===== src/rtl/nvs_seq_pkg.sv =====
package nvs_seq_pkg;
  typedef enum logic [1:0] {
    ST_IDLE,
    ST_PEND,
    ST_BUSY,
    ST_WRITE
  } seqState_t;

  typedef struct packed {
    logic capture;
    logic cntClr;
    logic cntInc;
  } seqStrb_t;
endpackage


===== src/rtl/nvs_seq_ctrl.sv =====
module nvs_seq_ctrl
  import nvs_seq_pkg::*;
(
  input  logic     clk,
  input  logic     rstN,
  input  logic     frameDone,
  input  logic     progReq,
  input  logic     supplyOk,
  input  logic     cntLast,
  output seqStrb_t strb,
  output logic     busyPhase,
  output logic     writePhase
);
  seqState_t state, stateNxt;
  logic      goAhead;

  assign goAhead = progReq && supplyOk;

  always_comb begin
    stateNxt = state;
    strb     = '0;
    unique case (state)
      ST_IDLE: begin
        if (frameDone) begin
          strb.capture = 1'b1;
          if (goAhead) begin
            stateNxt    = ST_BUSY;
            strb.cntClr = 1'b1;
          end else if (progReq) begin
            stateNxt = ST_IDLE;
          end else begin
            stateNxt = ST_PEND;
          end
        end
      end
      ST_PEND: begin
        if (goAhead) begin
          stateNxt    = ST_BUSY;
          strb.cntClr = 1'b1;
        end else begin
          stateNxt = ST_IDLE;
        end
      end
      ST_BUSY: begin
        if (!goAhead)     stateNxt = ST_IDLE;
        else if (cntLast) stateNxt = ST_WRITE;
        else              strb.cntInc = 1'b1;
      end
      ST_WRITE: stateNxt = ST_IDLE;
      default:  stateNxt = ST_IDLE;
    endcase
  end

  always_ff @(posedge clk) begin
    if (!rstN) state <= ST_IDLE;
    else       state <= stateNxt;
  end

  assign busyPhase  = (state == ST_BUSY) || (state == ST_WRITE);
  assign writePhase = (state == ST_WRITE);
endmodule


===== src/rtl/nvs_seq_dpath.sv =====
module nvs_seq_dpath
  import nvs_seq_pkg::*;
#(
  parameter int ADDR_W   = 1,
  parameter int DATA_W   = 8,
  parameter int BUSY_CYC = 3000
) (
  input  logic              clk,
  input  logic              rstN,
  input  seqStrb_t          strb,
  input  logic [ADDR_W-1:0] frameAddr,
  input  logic [DATA_W-1:0] frameData,
  output logic              cntLast,
  output logic [ADDR_W-1:0] pendAddr,
  output logic [DATA_W-1:0] pendData
);
  localparam int CNT_W = $clog2(BUSY_CYC + 1);
  localparam logic [CNT_W-1:0] CNT_END = CNT_W'(BUSY_CYC - 1);

  logic [CNT_W-1:0] cnt;

  always_ff @(posedge clk) begin
    if (!rstN) begin
      pendAddr <= '0;
      pendData <= '0;
    end else if (strb.capture) begin
      pendAddr <= frameAddr;
      pendData <= frameData;
    end
  end

  always_ff @(posedge clk) begin
    if (!rstN)            cnt <= '0;
    else if (strb.cntClr) cnt <= '0;
    else if (strb.cntInc) cnt <= cnt + CNT_W'(1);
  end

  assign cntLast = (cnt == CNT_END);
endmodule


===== src/rtl/nvs_prog_seq.sv =====
module nvs_prog_seq
  import nvs_seq_pkg::*;
#(
  parameter int ADDR_W   = 1,
  parameter int DATA_W   = 8,
  parameter int BUSY_CYC = 3000
) (
  input  logic              clk,
  input  logic              rstN,
  input  logic              frameDone,
  input  logic [ADDR_W-1:0] frameAddr,
  input  logic [DATA_W-1:0] frameData,
  input  logic              progReq,
  input  logic              supplyOk,
  output logic              rdyBsy,
  output logic              storeWe,
  output logic [ADDR_W-1:0] storeAddr,
  output logic [DATA_W-1:0] storeData,
  output logic              serialBlock
);
  seqStrb_t strb;
  logic     cntLast;
  logic     busyPhase;
  logic     writePhase;

  nvs_seq_ctrl u_ctrl (
    .clk        (clk),
    .rstN       (rstN),
    .frameDone  (frameDone),
    .progReq    (progReq),
    .supplyOk   (supplyOk),
    .cntLast    (cntLast),
    .strb       (strb),
    .busyPhase  (busyPhase),
    .writePhase (writePhase)
  );

  nvs_seq_dpath #(
    .ADDR_W   (ADDR_W),
    .DATA_W   (DATA_W),
    .BUSY_CYC (BUSY_CYC)
  ) u_dpath (
    .clk       (clk),
    .rstN      (rstN),
    .strb      (strb),
    .frameAddr (frameAddr),
    .frameData (frameData),
    .cntLast   (cntLast),
    .pendAddr  (storeAddr),
    .pendData  (storeData)
  );

  assign rdyBsy      = !busyPhase;
  assign serialBlock = busyPhase;
  assign storeWe     = writePhase;
endmodule


===== config.mk =====
export PLATFORM = sky130hd
export DESIGN_NAME = nvs_prog_seq
export DESIGN_NICKNAME = d
export VERILOG_FILES = /design/src/rtl/nvs_seq_pkg.sv /design/src/rtl/nvs_seq_ctrl.sv /design/src/rtl/nvs_seq_dpath.sv /design/src/rtl/nvs_prog_seq.sv
export SDC_FILE = /design/constraint.sdc
export NUM_CORES = 1
export LEC_CHECK = 0
export BUFFER_PORTS_ARGS = -buffer_cell sky130_fd_sc_hd__clkbuf_2
export CORE_ASPECT_RATIO = 1.1
export CORE_UTILIZATION = 40
export CTS_BUF_LIST = sky130_fd_sc_hd__clkbuf_16
export DETAILED_ROUTE_END_ITERATION = 12
export PLACE_DENSITY_LB_ADDON = 0.1
export SYNTH_ARGS = -nofsm -noshare
export SYNTH_HDL_FRONTEND = slang
export SYNTH_SLANG_ARGS = --single-unit

===== constraint.sdc =====
create_clock -name clk -period 1.48 [get_ports clk]
set_input_delay 0.148 -clock clk [delete_from_list [all_inputs] [get_ports clk]]
set_output_delay 0.148 -clock clk [all_outputs]
set_load 0.01 [all_outputs]

==> impl_metrics.tcl <==
set metrics [dict create \
    outcome "complete, no violations" \
    drt_pre_antenna_iters 4 \
    cts.sinks 23 \
    synthDistinctLibCells 37 \
    nets 174 \
    top_layer "met4" \
    worst_pin_slew_ns 0.331 \
    yosysWarnings 0 \
    synth_fp_nets 133 \
    synth-async-reset-ratio 0 \
    gp_congestion 0.818 \
    vias 986 \
    synthCells 118 \
    syn-cell-area_um2 1080 \
    wirelength_met1_um 979 \
    wl_mm 2.27 \
    yosysMostFrequentCell "dfxtp_1" \
    initial_core_util 0.426 \
    dieArea_um2 2920 \
    clockRootBuffer "clkbuf_16" \
    peakVddDrop_mv 0.648 \
    area_growth_pct 36.6 \
    hold_viol 0 \
    wl_met3_um 65 \
    ys_seq_elements 23 \
    required_ns 1.68 \
    cts_buffers 3 \
    cts_max_level 1 \
    fin_hold_ws_ns 0.157 \
    ctsHoldBuffers 0 \
    wire_per_inst_um 12.0 \
    yosys.area.top_type_share 0.425 \
    powerDensity_nw_per_um2 903 \
    fmax_mhz 691 \
    drcViolationCount 0 \
    worstSetupEndpointType "flop" \
    synth_common_cells "dfxtp_1 (23), nor2_1 (10), mux2i_1 (9), nand2_1 (9), nor2b_1 (9)" \
    viasPerCell 5.22 \
    post-place-cells 184 \
    synth-edff-count 0 \
    hold_class "primary input to flop" \
    std_cell_rows 19 \
    grt_max_degree 14 \
    relSlewSlack 0.779 \
    track_usage 0.175 \
    core_um2 2540 \
    synth-main-ff-cell "dfxtp_1" \
    wl_met2_mm 1.17 \
    final-setup-viol-count 0 \
    hpwl_mm 1.72 \
    path_class "flop to flop" \
    layout-drive-gt1-share 0.380 \
    finalNonFillerCells 189 \
    fin_crit_sh 0.977 \
    cts_max_path_buffers 2 \
    grt_pass1_wl_mm 3.92 \
    grt_pass1_vias 927 \
    die_w_um 51.6 \
    final.setup_skew_ns 0.00287 \
    cts_tree "yes" \
    p_leak_nw 0.609 \
    period_minus_slack_ns 1.45 \
    cp_max_fo 3 \
    drt_iter0_markers 21 \
    synth_area_leader_cell "dfxtp_1" \
    yosysSeqAreaShare 0.425 \
    clk_pin_slew_ns 0.06 \
    drv_cap 0 \
    cp.arrival_ns 1.64 \
    die_y_um 56.6 \
    rsz0062_at_grt "true" \
    port_buffers 25 \
    syn_avg_cell_area_um2 9.18 \
    clk_latency_ns 0.25 \
    antenna_cells 0 \
    antenna_found_initial 0 \
    yosys-top-cells-area "dfxtp_1 (42%), mux2i_1 (8.3%), nor2b_1 (5.2%)" \
    grt_overflow_total 0 \
    io_pins 26 \
    start_kind "flop" \
    drtAntennaViolNets 0 \
    finalMaxSlewViolations 0 \
    fillers 232 \
]
==> repair_timing <==
| action | CTS | global route |
|---|---|---|
| setup buffers | 1 | 0 |
| gates resized for setup | 0 | 13 |
| pin swaps | 1 | 4 |
| setup endpoints to repair | 1 | 7 |
==> kinds of logic after synthesis <==
logic type	synth area share
buffers and inverters	0.0404
multiplexers	0.0831
adder cells (fa/ha/maj)	0.0115
AND/OR/NAND/NOR	0.297
AO/OA/AOI/OAI	0.103
XOR/XNOR	0.0404
flip-flops	0.425
==> state kept, by name, indices dropped and copies added, names as in the netlist <==
signal / flops
u_ctrl.state: 2
u_dpath.cnt: 12
u_dpath.pendData: 8
u_dpath.pendAddr: 1
==> power by group <==
part	internal, mW	switching [mW]	total, mW
combinational	0.0640	0.0629	0.127
sequential	0.638	0.00913	0.648
clock	0.360	0.202	0.561
==> routing by layer <==
layer  track usage  up-vias
met5             0        -
met4        0.0849        0
met3        0.0163        6
met2         0.288       20
met1         0.225      459
li1              -      501
==> worst paths after layout <==
kind | start | to | slack [ns] | depth (start not counted)
worst min-delay path | frameData[4] | u_dpath.pendData[4]$_SDFFE_PN0P_ | 0.16 | 3
worst max-delay path | u_dpath.cnt[0]$_SDFFE_PP0P_ | u_dpath.cnt[3]$_SDFFE_PP0P_ | 0.03 | 5
worst min register to register | u_dpath.cnt[11]$_SDFFE_PP0P_ | u_dpath.cnt[11]$_SDFFE_PP0P_ | 0.50 | 2
worst max register to register | u_dpath.cnt[0]$_SDFFE_PP0P_ | u_dpath.cnt[3]$_SDFFE_PP0P_ | 0.03 | 5
==> final cells by class <==
| class | instances | area [µm²] | area share |
|---|---|---|---|
| clock buffer | 3 | 75.1 | 0.0507 |
| clock inverter | 1 | 3.75 | 0.00254 |
| inverter | 2 | 7.51 | 0.00507 |
| multi-input combinational | 87 | 639 | 0.432 |
| sequential | 23 | 463 | 0.313 |
| tap | 31 | 38.8 | 0.0262 |
| timing repair buffer | 42 | 253 | 0.171 |
==> worst max-delay path, cell delays in order, from the launching register on <==
cell	delay [ns]
dfxtp_2	0.33
ha_4	0.17
and3_4	0.18
and3_4	0.18
or4_1	0.46
nand2_1	0.07
==> layout by cell type, fill, tap and decap left out, drive strengths merged, types with 2 or more instances in the layout <==
cell type  instances
clkbuf            28
xnor2              3
dfxtp             23
nor3               2
nor2b              9
o21ai              3
nor2              10
mux2i              9
xor2               2
and2               2
or3                2
o31ai              2
or4                2
buf               17
nand3              6
nand4              2
nand2              9
and3               4
inv                3
a21oi              6
==> through the flow <==
stage / cell area (µm²) / util / setup slack, ns / power, mW / setup TNS, ns
after floorplan: 1090 / - / 0.0129 / 0.735 / 0
after global placement: 1340 / 0.528 / -0.00158 / 0.786 / -0.00158
after detailed placement: 1340 / 0.528 / -0.00649 / 0.789 / -0.00649
after CTS: 1430 / 0.562 / 0.00495 / 1.36 / 0
after global routing: 1480 / 0.582 / -0.0194 / 1.40 / -0.0300
final: 1480 / 0.582 / 0.0335 / 1.34 / 0
Note: power is estimated with default switching activity, not from simulation.
